===== src/rtl/drum_word_codec.sv =====
module drum_word_codec #(
  parameter int HALF_W = 15
) (
  input  logic                  clk,
  input  logic                  rst_n,
  input  logic                  bit_en,
  input  logic                  wr_load,
  input  logic [2*HALF_W-1:0]   host_w,
  input  logic                  rd_start,
  input  logic                  ser_in,
  output logic                  ser_out,
  output logic                  busy,
  output logic                  rd_valid,
  output logic [2*HALF_W-1:0]   rd_word,
  output logic [1:0]            rd_err
);
  localparam int HOST_W = 2 * HALF_W;
  localparam int BYTE_W = HALF_W + 1;
  localparam int DRUM_W = 2 * BYTE_W;
  localparam int CNT_W  = $clog2(DRUM_W + 1);

  logic [DRUM_W-1:0] shreg;
  logic [CNT_W-1:0]  cnt;
  logic              wr_mode;

  wire start = !busy && (wr_load || rd_start);
  wire last  = busy && bit_en && (cnt == CNT_W'(DRUM_W - 1));

  wire [HALF_W-1:0] lo_h = host_w[HALF_W-1:0];
  wire [HALF_W-1:0] hi_h = host_w[HOST_W-1:HALF_W];
  wire [DRUM_W-1:0] tx_word = {~^hi_h, hi_h, ~^lo_h, lo_h};
  wire [DRUM_W-1:0] rx_next = {ser_in, shreg[DRUM_W-1:1]};

  assign ser_out = busy & wr_mode & shreg[0];

  always_ff @(posedge clk) begin
    if (!rst_n) begin
      shreg    <= '0;
      cnt      <= '0;
      wr_mode  <= 1'b0;
      busy     <= 1'b0;
      rd_valid <= 1'b0;
      rd_word  <= '0;
      rd_err   <= '0;
    end else begin
      rd_valid <= 1'b0;
      if (start) begin
        busy    <= 1'b1;
        wr_mode <= wr_load;
        cnt     <= '0;
        shreg   <= wr_load ? tx_word : '0;
      end else if (busy && bit_en) begin
        cnt   <= cnt + 1'b1;
        shreg <= wr_mode ? {1'b0, shreg[DRUM_W-1:1]} : rx_next;
        if (last) begin
          busy <= 1'b0;
          if (!wr_mode) begin
            rd_valid <= 1'b1;
            rd_word  <= {rx_next[DRUM_W-2 -: HALF_W], rx_next[HALF_W-1:0]};
            rd_err   <= {~^rx_next[DRUM_W-1:BYTE_W], ~^rx_next[BYTE_W-1:0]};
          end
        end
      end
    end
  end

  assert_start_busy_R4: assert property (@(posedge clk) disable iff (!rst_n)
    (!busy && (wr_load || rd_start)) |=> busy);
  assert_busy_holds_R4: assert property (@(posedge clk) disable iff (!rst_n)
    (busy && !bit_en) |=> busy);
  assert_ignore_start_R5: assert property (@(posedge clk) disable iff (!rst_n)
    (busy && !bit_en && (wr_load || rd_start)) |=> $stable(shreg) && $stable(cnt));
  assert_serial_steady_R3: assert property (@(posedge clk) disable iff (!rst_n)
    (busy && !bit_en) |=> $stable(ser_out));
  assert_valid_pulse_R7: assert property (@(posedge clk) disable iff (!rst_n)
    rd_valid |=> !rd_valid);
  assert_valid_after_busy_R7: assert property (@(posedge clk) disable iff (!rst_n)
    rd_valid |-> !busy && $past(busy));
  assert_result_hold_R9: assert property (@(posedge clk) disable iff (!rst_n)
    !rd_valid |-> $stable(rd_word) && $stable(rd_err));
  assert_quiet_line_R10: assert property (@(posedge clk) disable iff (!rst_n)
    (!busy || !wr_mode) |-> !ser_out);
endmodule


===== config.mk =====
export PLATFORM = sky130hd
export DESIGN_NAME = drum_word_codec
export DESIGN_NICKNAME = d
export VERILOG_FILES = /design/src/rtl/drum_word_codec.sv
export SDC_FILE = /design/constraint.sdc
export NUM_CORES = 1
export LEC_CHECK = 0
export BUFFER_PORTS_ARGS = -buffer_cell sky130_fd_sc_hd__buf_2
export CAP_MARGIN = 0
export CORE_UTILIZATION = 35
export DETAILED_ROUTE_END_ITERATION = 10
export PLACE_DENSITY_LB_ADDON = 0.15
export RECOVER_POWER = 25
export SYNTH_ARGS = -nofsm -noshare
export SYNTH_HDL_FRONTEND = slang
export SYNTH_SLANG_ARGS = --single-unit

===== constraint.sdc =====
create_clock -name clk -period 2.63 [get_ports clk]
set_input_delay 0.526 -clock clk [delete_from_list [all_inputs] [get_ports clk]]
set_output_delay 0.526 -clock clk [all_outputs]
set_load 0.005 [all_outputs]

== After elaboration in Yosys (flattened, before gate mapping) ==
Cells that the tools add are included.
Cells by class
  add/sub/neg operators: 1
  multipliers: 0
  div/mod/pow operators: 0
  order comparisons: 0
  equal/unequal tests: 1
  shift-type cells: 0
  multiplexer cells: 8
  bitwise gates (word level): 7
  reduce and logical (&&, ||, !) cells: 15
Operators by type and width (number)
  $mux W32: 4
  $reduce_xnor A16 Y1: 2
  $reduce_xnor A15 Y1: 2
  $add A6 B1 Y6 const B: 1
  $eq A6 B5 Y1 const B: 1
  $not A1 Y1: 5
  $mux W1: 4
  $reduce_and A4 Y1: 1
  $reduce_bool A2 Y1: 2
  $reduce_or A4 Y1: 1
  $logic_and A1 B1 Y1: 3
  $and A1 B1 Y1: 2
  $reduce_and A2 Y1: 1
  $reduce_or A2 Y1: 1
  $logic_not A1 Y1: 1
  $logic_or A1 B1 Y1: 1
Storage, ports and cells
  register bits: 73
  latch bits: 0
  bits in writable memories: 0
  ROM bits: 0
  input port bits: 36
  output and inout port bits: 35
  logic and storage cells: 39
  memories: 0

== Longest topological paths before layout ==
  depth after elaboration: 5
  mapped depth: 8
  gate-level depth less buffers: 6

== Worst setup path before layout ==
OpenSTA, ideal clock, no wires.
  path type: input port to flip-flop
  start point: input port bit_en
  end point: register rd_err[0]
  setup time: 0.117 ns
  data arrival time: 1.818 ns
  required time: 2.513 ns
  setup slack: 0.695 ns
  stages: 7
  buffers on the path: 2
  cell sequence: nand3_1 -> or4_4 -> or3_1 -> buf_6 -> buf_6 -> nand3_1 -> o21ai_1
On the way
  longest elaborated chain between the ends: 3
Ends and longest elaborated chain
  from (decl): line 6  | input logic bit_en,
  $logic_and A1 B1 Y1 (*): line 27, 52
  $logic_and A1 B1 Y1: line 27  | wire last = busy && bit_en && (cnt == CNT_W'(DRUM_W - 1));
  $reduce_and A4 Y1 (no source line) (*)
  to (signal assigned): line 60  | rd_err <= {~^rx_next[DRUM_W-1:BYTE_W], ~^rx_next[BYTE_W-1:0]};
  to (decl): line 15  | output logic [1:0] rd_err
Every way passes the cells marked *; elsewhere a longest branch is shown, timed or not.
A chain may end at the register's enable or synchronous reset.

== Worst setup path in the final report ==
  start point: register busy
  end point: register rd_word[10]
On the way
  longest elaborated chain between the ends: 4
  elaborated cells on any way between the ends: 6
  classes of those cells: bitwise: 1; reduce/logical: 5
Ends and longest elaborated chain
  from (decl): line 12  | output logic busy,
  from (signal assigned): line 41  | busy <= 1'b0;
  from (signal assigned): line 48  | busy <= 1'b1;
  from (signal assigned): line 56  | busy <= 1'b0;
  $logic_not A1 Y1: line 26  | wire start = !busy && (wr_load || rd_start);
  $logic_and A1 B1 Y1: line 26
  $not A1 Y1 (no source line)
  $reduce_and A4 Y1 (no source line) (*)
  to (signal assigned): line 59  | rd_word <= {rx_next[DRUM_W-2 -: HALF_W], rx_next[HALF_W-1:0]};
  to (decl): line 14  | output logic [2*HALF_W-1:0] rd_word,
Marks and branches as above.

==> results.md <==
- Status: completed
- Crit share post-route: 81.67%
- WHS Path Cells: 2
- Hold_buf cts: 0
- Cell Pwr Density: 678.6 nW/µm²
- DP Area: 3882 µm²
- Skew final: 0.01067 ns
- Final setup vio count: 0
- Global-route wire length before repair: 14,190 µm
- Via count: 2,957
- Cts bufs inserted: 9
- Flop pwr share: 44.2%
- Die W: 101.0 µm
- Worst min path class: reg2reg
- Hold wc startpoint: rd_word[25]
- Worst r2r src: busy
- Reg2reg setup slack: 0.48 ns
- FFs w/ async S/R, synth: 0%
- Place WS: 0.4355 ns
- Worst EP required: 2.87 ns
- Tot GR Track Use: 18.03%
- Clock buffer depth: 2
- Clock Sink Count: 73
- Die area: 10,200 µm²
- Via/cell ratio: 4.793
- Min cycle time layout: 2.148 ns
- Post-route antenna net violation count: 0
- TritonCTS clock tree: done
- Share of the synthesized area in the top cell type: 42.61%
- Share of post-route cells with drive strength above 1: 18.65%
- Post-DR wirelength/cell: 13.61 µm
- Final Hold Viols: 0
- Mapped Cells: 423
- Main synth FF type: dfxtp_1
- DR pass1 iterations: 4
- Main area contributors after synthesis: dfxtp_1, xnor2_1, nand2_1
- CTS resizes: 0
- Max VDD drop: 0.0003055 V
- Fmax: 465.6 MHz
- Number of synthesized flops with an enable pin: 0
- Initial antenna violation count: 0
- Net count, final: 520
- Sw frac: 27.45%
- Flops & latches, synth: 73
- Antenna Cells: 0
- Synth cell types: 28
- Initial Utilization: 36.60%
- Synth Cell Area: 3430 µm²
- # rows: 35
- Max_cap viols: 0
- H-tree levels: 3
- Comb pwr share: 19.7%
- Worst setup margin: 0.4822 ns
- Iteration-0 DRC Markers: 91
- Final Max Slew Viols: 0
- Final TNS setup: 0 ns
- Largest net degree at the start of global routing: 46
- P&R area growth vs syn: 19.59%
- Post-DP HPWL: 5845 µm
- CP startpoint kind: register
- Crit. Startpoint: busy
- Slowest CP cell: dfxtp_1
- Root buf cell: clkbuf_8
- Yosys Warn Count: 0
- CP Capture Type: register
- IO Port Bufs: 70
- Clock slew at reported path FFs: 0.08 ns
- Syn Nets: 460
- Core ar.: 9371 µm²
- IO Pins: 71
- Vias in the first global route: 2,919
- CP Cell Sequence: nand3_1 > or4_4 > or3_1 > buf_4 > nand2_1 > a21boi_1
- Post-layout instance area: 4101 µm²
- Post-CTS setup buffers: 0
- RSZ-0062 raised after global routing: no
- Drt drc: 0
- Post-synth top area cell: dfxtp_1
- Final wirelength: 8396 µm
- Count leader, synth: dfxtp_1
- Int Power: 2019 µW
- Register area share after synthesis: 42.61%
- Net Switching: 764.0 µW
- Placer Congestion: 0.7412
- CP arrival: 2.39 ns
- Critical path class: reg2reg
- Top cells by count, synth: dfxtp_1, nand2_1, xnor2_1
- Maximum fanout along the worst path: 22
- Mapped Avg Cell Area: 8.108 µm²
- R2R cell count: 6
- CP max stage delay: 0.55 ns
- Clock power share: 36.1%
- Clock latency on the worst-skew pair: 0.35 ns
- Die Height: 101.0 µm
- Worst-Margin Slew: 0.5752 ns
- Pleak: 0.001604 µW
- GRT Residual Overflow: 0
- Slew HR: 61.56%
-- kinds of logic after synthesis --
logic type	share of synthesized area, %
AND/OR/NAND/NOR	18.75
XOR/XNOR	15.83
buffers and inverters	4.779
adder cells (fa/ha/maj)	0.3648
multiplexers	0.2919
AO/OA/AOI/OAI	17.37
flip-flops	42.61
-- routing by layer --
layer	global-route usage, %	share of wire, %	vias up
li1	-	-	1523
met1	23.43	49	1378
met2	29.14	47	47
met3	4.508	3.1	9
met4	6.132	1.4	0
met5	0	0	-
-- power groups by stage --
stage / clock network (µW) / logic (µW) / registers (µW)
5_1_grt: 1090 / 615 / 1240
4_1_cts: 1040 / 559 / 1230
3_3_place_gp: 0 / 553 / 1260
2_1_floorplan: 0 / 423 / 1240
6_report: 1000 / 547 / 1230
3_5_place_dp: 0 / 556 / 1260
-- path summary, 6_finish.rpt --
kind	end
max	rd_word[10]
min	rd_word[25]
max reg2reg	rd_word[10]
min reg2reg	rd_word[25]
-- layout make-up --
class	count	area, µm²
Fill cell	1024	5270
Multi-Input combinational cell	316	1814
Sequential cell	73	1461
Timing Repair Buffer	79	420.4
Tap cell	129	161.4
Clock buffer	12	155.1
Clock inverter	4	73.82
Inverter	4	15.01
-- stage by stage --
stage | cells | power (µW) | util, % | hold slack (ns)
6_report | 617 | 2783 | 43.77 | 0.4539
5_1_grt | 617 | 2950 | 43.77 | 0.4785
4_1_cts | 617 | 2827 | 43.87 | 0.4550
3_5_place_dp | 601 | 1812 | 41.43 | 0.4434
3_3_place_gp | 601 | 1809 | 41.43 | 0.4393
2_1_floorplan | 423 | 1658 | - | 0.4514
-- cell usage in the layout (no fill, tap or decap), drive strengths merged, types with 2 or more instances in the layout --
cell	count
dfxtp	73
buf	71
nand2	66
xnor2	54
nor2	36
o21ai	36
a21oi	34
nor3	32
a21boi	31
clkbuf	20
xor2	8
inv	5
nand3	3
or2	2
o22ai	2
nand4	2
or3	2
nor2b	2
bufinv	2
-- flip-flops by register name, indices dropped and copies added (netlist names) --
signal,cells
rd_err,2
rd_valid,1
rd_word,30
cnt,6
busy,1
shreg,32
wr_mode,1
-- critical path: cells and delay by family (launching register included) --
kind	cells	cell delay, ns
AOI/OAI and AO/OA	1	0.06
buffers and inverters	1	0.24
DFF	1	0.55
and+or+nand+nor	4	1.20
Power figures use the tool's default switching activity.
